### config.mk
export PLATFORM = sky130hd
export DESIGN_NAME = scl_pulse_gen
export DESIGN_NICKNAME = d
export VERILOG_FILES = /design/src/rtl/scl_pkg.sv /design/src/rtl/scl_phase_ctr.sv /design/src/rtl/scl_phase_fsm.sv /design/src/rtl/scl_pulse_gen.sv
export SDC_FILE = /design/constraint.sdc
export NUM_CORES = 1
export LEC_CHECK = 0
export ABC_AREA = 1
export BUFFER_PORTS_ARGS = -buffer_cell sky130_fd_sc_hd__buf_2
export CORE_MARGIN = 3
export CORE_UTILIZATION = 33
export CTS_CLUSTER_DIAMETER = 50
export DETAILED_ROUTE_END_ITERATION = 16
export PLACE_DENSITY = 0.62
export SETUP_SLACK_MARGIN = 0.15
export SLEW_MARGIN = 20
export SYNTH_ARGS = -nofsm -noshare
export SYNTH_HDL_FRONTEND = slang
export SYNTH_SLANG_ARGS = --single-unit
### constraint.sdc
create_clock -name clk -period 1.95 [get_ports clk]
set_input_delay 0.0975 -clock clk [delete_from_list [all_inputs] [get_ports clk]]
set_output_delay 0.0975 -clock clk [all_outputs]
set_load 0.02 [all_outputs]
### src/rtl/scl_pkg.sv
package scl_pkg;

    localparam int CFG_W    = 8;
    localparam int SYNC_PAD = 5;
    localparam int CNT_W    = $clog2((1 << CFG_W) + SYNC_PAD);

    typedef logic [CFG_W-1:0] cfg_t;
    typedef logic [CNT_W-1:0] cnt_t;

    typedef enum logic [1:0] {
        PH_IDLE   = 2'd0,
        PH_LOW    = 2'd1,
        PH_HIGH   = 2'd2,
        PH_TSETUP = 2'd3
    } phase_e;

    typedef struct packed {
        logic load;
        cnt_t preset;
        logic dec;
    } ctr_cmd_t;

    // Counter preset: counts down to zero, so a phase of f+PAD cycles loads f+PAD-1.
    function automatic cnt_t phase_preset(cfg_t f);
        return cnt_t'(f) + cnt_t'(SYNC_PAD - 1);
    endfunction

    function automatic logic pulls_low(phase_e p);
        return (p == PH_LOW) || (p == PH_TSETUP);
    endfunction

endpackage

### src/rtl/scl_phase_ctr.sv
module scl_phase_ctr #(
    parameter int W = 9
) (
    input  logic         clk,
    input  logic         rst,
    input  logic         load,
    input  logic [W-1:0] preset,
    input  logic         dec,
    output logic         expired
);
    logic [W-1:0] cnt_q;

    always_ff @(posedge clk) begin
        if (rst) begin
            cnt_q <= '0;
        end else if (load) begin
            cnt_q <= preset;
        end else if (dec && (cnt_q != '0)) begin
            cnt_q <= cnt_q - 1'b1;
        end
    end

    assign expired = (cnt_q == '0);
endmodule

### src/rtl/scl_phase_fsm.sv
module scl_phase_fsm
    import scl_pkg::*;
(
    input  logic     clk,
    input  logic     rst,
    input  cfg_t     hi_cfg,
    input  cfg_t     lo_cfg,
    input  logic     xfer_req,
    input  logic     tgt_go,
    input  logic     scl_in,
    input  logic     expired,
    output ctr_cmd_t cmd,
    output phase_e   phase,
    output logic     drive_stb,
    output logic     sample_stb
);
    phase_e ph_q, ph_d;
    logic   first_q;
    logic   high_done;

    assign high_done = (ph_q == PH_HIGH) && expired && scl_in;

    always_comb begin
        ph_d = ph_q;
        cmd  = '0;
        unique case (ph_q)
            PH_IDLE: begin
                if (xfer_req) begin
                    ph_d       = PH_LOW;
                    cmd.load   = 1'b1;
                    cmd.preset = phase_preset(lo_cfg);
                end else if (tgt_go) begin
                    ph_d       = PH_TSETUP;
                    cmd.load   = 1'b1;
                    cmd.preset = phase_preset(lo_cfg);
                end
            end
            PH_LOW: begin
                cmd.dec = 1'b1;
                if (expired) begin
                    ph_d       = PH_HIGH;
                    cmd.load   = 1'b1;
                    cmd.preset = phase_preset(hi_cfg);
                end
            end
            PH_HIGH: begin
                cmd.dec = scl_in;
                if (high_done) begin
                    if (xfer_req) begin
                        ph_d       = PH_LOW;
                        cmd.load   = 1'b1;
                        cmd.preset = phase_preset(lo_cfg);
                    end else begin
                        ph_d = PH_IDLE;
                    end
                end
            end
            PH_TSETUP: begin
                cmd.dec = 1'b1;
                if (expired) ph_d = PH_IDLE;
            end
            default: ph_d = PH_IDLE;
        endcase
    end

    always_ff @(posedge clk) begin
        if (rst) begin
            ph_q    <= PH_IDLE;
            first_q <= 1'b0;
        end else begin
            ph_q    <= ph_d;
            first_q <= cmd.load && pulls_low(ph_d);
        end
    end

    assign phase      = ph_q;
    assign drive_stb  = first_q;
    assign sample_stb = high_done;
endmodule

### src/rtl/scl_pulse_gen.sv
module scl_pulse_gen
    import scl_pkg::*;
(
    input  logic       clk,
    input  logic       rst,
    input  logic [7:0] hi_cfg,
    input  logic [7:0] lo_cfg,
    input  logic       xfer_req,
    input  logic       tgt_go,
    input  logic       scl_in,
    output logic       scl_oe,
    output logic       drive_stb,
    output logic       sample_stb
);
    ctr_cmd_t cmd;
    phase_e   phase;
    logic     expired;

    scl_phase_fsm u_fsm (
        .clk        (clk),
        .rst        (rst),
        .hi_cfg     (cfg_t'(hi_cfg)),
        .lo_cfg     (cfg_t'(lo_cfg)),
        .xfer_req   (xfer_req),
        .tgt_go     (tgt_go),
        .scl_in     (scl_in),
        .expired    (expired),
        .cmd        (cmd),
        .phase      (phase),
        .drive_stb  (drive_stb),
        .sample_stb (sample_stb)
    );

    scl_phase_ctr #(.W(CNT_W)) u_ctr (
        .clk     (clk),
        .rst     (rst),
        .load    (cmd.load),
        .preset  (cmd.preset),
        .dec     (cmd.dec),
        .expired (expired)
    );

    assign scl_oe = pulls_low(phase);
endmodule

== Word-level counts from Yosys, hierarchy flattened ==
Cells that the tools add are included.

* Add/sub/neg operators: 3
* Equality and inequality tests: 5
* Mux-type cells: 16
* Reduce and logical (&&, ||, !) cells: 11

{| class="wikitable"
|+ Operators by type and width
! kind !! count
|-
| $mux W10 || 5
|-
| $pmux W10 S3 || 1
|-
| $add A8 B3 Y9 const B || 2
|-
| $mux W9 || 2
|-
| $mux W2 || 5
|-
| $logic_not A9 Y1 || 1
|-
| $reduce_bool A9 Y1 || 1
|-
| $sub A9 B1 Y9 const B || 1
|-
| $pmux W2 S4 || 1
|-
| $eq A2 B2 Y1 const B || 3
|-
| $eq A2 B1 Y1 const B || 2
|-
| $logic_and A1 B1 Y1 || 4
|-
| $logic_not A2 Y1 || 1
|-
| $logic_or A1 B1 Y1 || 2
|-
| $pmux W1 S2 || 1
|-
| $reduce_bool A2 Y1 || 1
|-
| $reduce_or A2 Y1 || 1
|-
| $mux W1 || 1
|}

* Register bits after elaboration: 12
* Bits of input ports: 21
* Output and inout bits: 3
* Logic and storage cells: 38

== Longest topological paths before layout ==
* Depth after elaboration: 8
* Gate-level depth with buffers: 13
* Depth with buffers taken out: 12

== Hierarchy ==
Synthesis repeated with hierarchy kept, for this count alone.

* Cells, all modules: 186
* Area, all modules: 1082.3 µm²

{| class="wikitable"
|+ Modules (own cells, without submodules)
! module !! times used !! cells each !! area an instance (µm²)
|-
| scl_phase_ctr || 1 || 99 || 604.3
|-
| scl_phase_fsm || 1 || 86 || 474.2
|-
| scl_pulse_gen || 1 || 1 || 3.8
|}

== Least setup slack after synthesis ==
OpenSTA, ideal clock, no wires.

* Kind: reg-to-reg
* Start: register u_ctr.cnt_q[0]
* End: register u_ctr.cnt_q[4]
* Data arrival time: 1.465 ns
* Setup slack: 0.370 ns
* Cell stages (with the launch flop): 13
* Cells stage by stage: dfxtp_1 > inv_1 > ha_1 > nand2_1 > nor2_1 > nand3_2 > nand2_4 > nand2_4 > nand2_4 > nand2_4 > buf_6 > a21oi_1 > nor2_1

* Cells in the longest elaborated chain, start to end: 6

{| class="wikitable"
|+ RTL lines
! what !! line !! text
|-
| start, declared || scl_phase_ctr.sv:11 || <nowiki>logic [W-1:0] cnt_q;</nowiki>
|-
| start signal, assigned || scl_phase_ctr.sv:17 || <nowiki>cnt_q <= preset;</nowiki>
|-
| start signal, assigned || scl_phase_ctr.sv:19 || <nowiki>cnt_q <= cnt_q - 1'b1;</nowiki>
|-
| parallel branches: the longest is 6 deep, another holds $sub A9 B1 Y9 || -- ||
|}

Several ways; the timed one is not identified. The select of a mux whose other input is x is not followed.
A chain may end at the register's enable or synchronous reset.

== Final worst setup path ==
* Start: register u_ctr.cnt_q[1]
* End: register u_ctr.cnt_q[2]

Same word-level chain as after synthesis.

==> metrics.txt <==
H-tree depth 1; Tot GR Track Use 13.52%; Rel. slew slack a little over four fifths; yosys warns 0; CP arrival 1790 ps; maximum vdd drop between 0.0008 and 0.0009 V; vias in the first global route 1,056; Main synth FF type dfxtp_1; Mapped Cells approximately 180; Post-CTS Setup Inserts 0; DP Cell Count 247; Clock Skew 7.755 ps; Seq/Total Area, Yosys 21.55%; port bufs 23; CTS tree yes; Netlist Area Pre-Place 1115 µm²; Pwr Density 1401 nW/µm²; hold_buf cts 0; DR vias approximately 1.2k; vias per cell 4.704; CP max stage cell dfxtp_1; Crit path largest cell delay 310 ps; worst slew pin tran 249.0 ps; Worst setup EP type flop; nets 233; RSZ-0062 raised after global routing no; FMAX just over 600 MHz; most common cell after layout, fill and taps aside nand2_1; Core Util, Final 41.76%; minimum clock period around 1600 ps; die span in x 64.12 µm; CTS max path bufs 2; CTS sink cnt 12; syn_nets 207; setup TNS 0 ps; Final WS setup 330.6 ps; WL/cell 10.77 µm; Synth Register Bits 12; commonest non-fill, non-tap cells in the layout nand2_1, nand3_1, buf_2, inv_1, nor2_1; number of flops mapped to enable cells by yosys 0; placer congestion estimate 0.8337; Resized Gates After CTS 0; layout cells sized above 1 around a quarter; crit-path leading delay family simple AND/OR/NAND/NOR gates; Die Ht between 60 and 70 µm; CP max FO 14; grt total ovfl 0; Routed Wire Length between 2000 and 3000 µm; Ant. Diodes 0; fill count ~350; Layout Cells excl Fill 250; Root Driver clkbuf_4; Critical Path RT 2120 ps; hpwl dp between 2000 and 2500 µm; clk_lat worst skew 270 ps; placeable core area 3128 µm²; Max Cap Viol 0; Final Cycle Share around 83%; first-pass GRT wire length 4491 µm; pin count of the biggest net entering global routing 15; Tot Pwr 1.830 mW; storage element area 240.2 µm²; DIE AREA 4111 µm²; Lkg Pwr 0.6686 nW; io pins 24; most used cell, CP nand2_4; CP Buf/Inv Count 1; initial core utilization 35.64%; Area Growth Syn to Fin 17.17%; Setup WS pre-CTS about 250 ps; drt first pass iters 4; status finished, final reports clean; ANT nets after route 0; initial antenna violation count 0; register clock-pin slew on the reported worst setup and hold paths around 80 ps; CP startpoint kind flop; DR iter-0 viols 41; post-synth cell types 26; Final Hold Fails 0; Post-synth ARST share 0%; fin. max-slew vios 0; CP Class flop to flop; setup violators final 0; Multi-input gate area roughly 760 µm²; CTS Buf Count 3; # DRC 0; Hold WC Path Type primary input to flop; Synth Area per Inst 6.125 µm²; Cell Chain, Critical Path inv_1, ha_1, nand2_1, nor2_2, nand3_2, nand2_4, nand2_4, nand2_4, nand2_4, a21oi_1, nor2_1; # rows 20
## power breakdown
part	switching, mW	internal, mW	total [mW]
Combinational	0.806	0.451	1.26
Clock	0.0795	0.0714	0.151
Sequential	0.0832	0.339	0.422
## routing by layer
metal	part of all wire [%]	GRT usage, %	up-vias
met3	4.5	2.460	8
met5	0	0	-
met2	41	20.39	42
met4	1.9	4.749	0
li1	-	-	630
met1	52	19.13	496
## cell type report
class	instances	area share [%]
multi-input cells	139	57.95
well taps	44	4.215
flip-flops and latches	12	18.39
inverters	27	7.759
repair buffers	25	9.962
clock buffers	3	1.724
## path summary, 6_finish.rpt
path,from,endpoint,slack (ps),cells past startpoint
hold reg to reg,u_ctr.cnt_q[1]$_SDFFE_PP0P_,u_ctr.cnt_q[1]$_SDFFE_PP0P_,490,2
setup reg to reg,u_ctr.cnt_q[1]$_SDFFE_PP0P_,u_ctr.cnt_q[2]$_SDFFE_PP0P_,330,11
setup / recovery,u_ctr.cnt_q[1]$_SDFFE_PP0P_,u_ctr.cnt_q[2]$_SDFFE_PP0P_,330,11
hold / removal,rst,u_ctr.cnt_q[8]$_SDFFE_PP0P_,120,2
## worst register-to-register path, delay by kind of cell, from the launching register on
kind | cells | cell delay (ps)
AO/OA/AOI/OAI | 1 | 160
buffers and inverters | 1 | 80
adder cells (fa/ha/maj) | 1 | 160
AND/OR/NAND/NOR | 8 | 820
flip-flops | 1 | 310
## logic make-up (layout without fill, tap and decap cells)
family	count (synthesis)	after routing	share of synthesized area, %
fa+ha+maj	4	4	4.490
compound gates	23	23	11.00
buf+inv	31	55	11.45
simple gates	106	106	46.80
flops	12	12	21.55
xor+xnor	6	6	4.714
## Yosys cell counts, types with 2 or more instances
cell type	number	share of area [%]
o21ai_1	2	0.90
nand2_1	41	14
nand3_1	23	10
nand3_2	2	1.8
nor2_1	23	7.7
nand3b_1	2	1.3
dfxtp_1	12	22
xnor2_1	2	1.6
nand4_1	3	1.7
ha_1	4	4.5
a21oi_1	9	4.0
inv_2	4	1.3
inv_1	23	7.7
nand2_4	5	5.1
nor2_4	2	2.0
o21ai_0	10	4.5
xor2_1	4	3.1
nand2_2	2	1.1
nor2_2	2	1.1
## registers in the layout (all words and copies together), names as in the netlist
signal and flops:
u_ctr.cnt_q 9, u_fsm.phase 2, u_fsm.drive_stb 1
## through the flow
stage,area [µm²],hold slack (ps)
after floorplan,1115,323.7
after global placement,1274,400.5
after detailed placement,1274,400.4
after CTS,1296,103.1
after global routing,1306,107.9
final,1306,116.5
No activity file was read; power rests on OpenSTA's default activity.
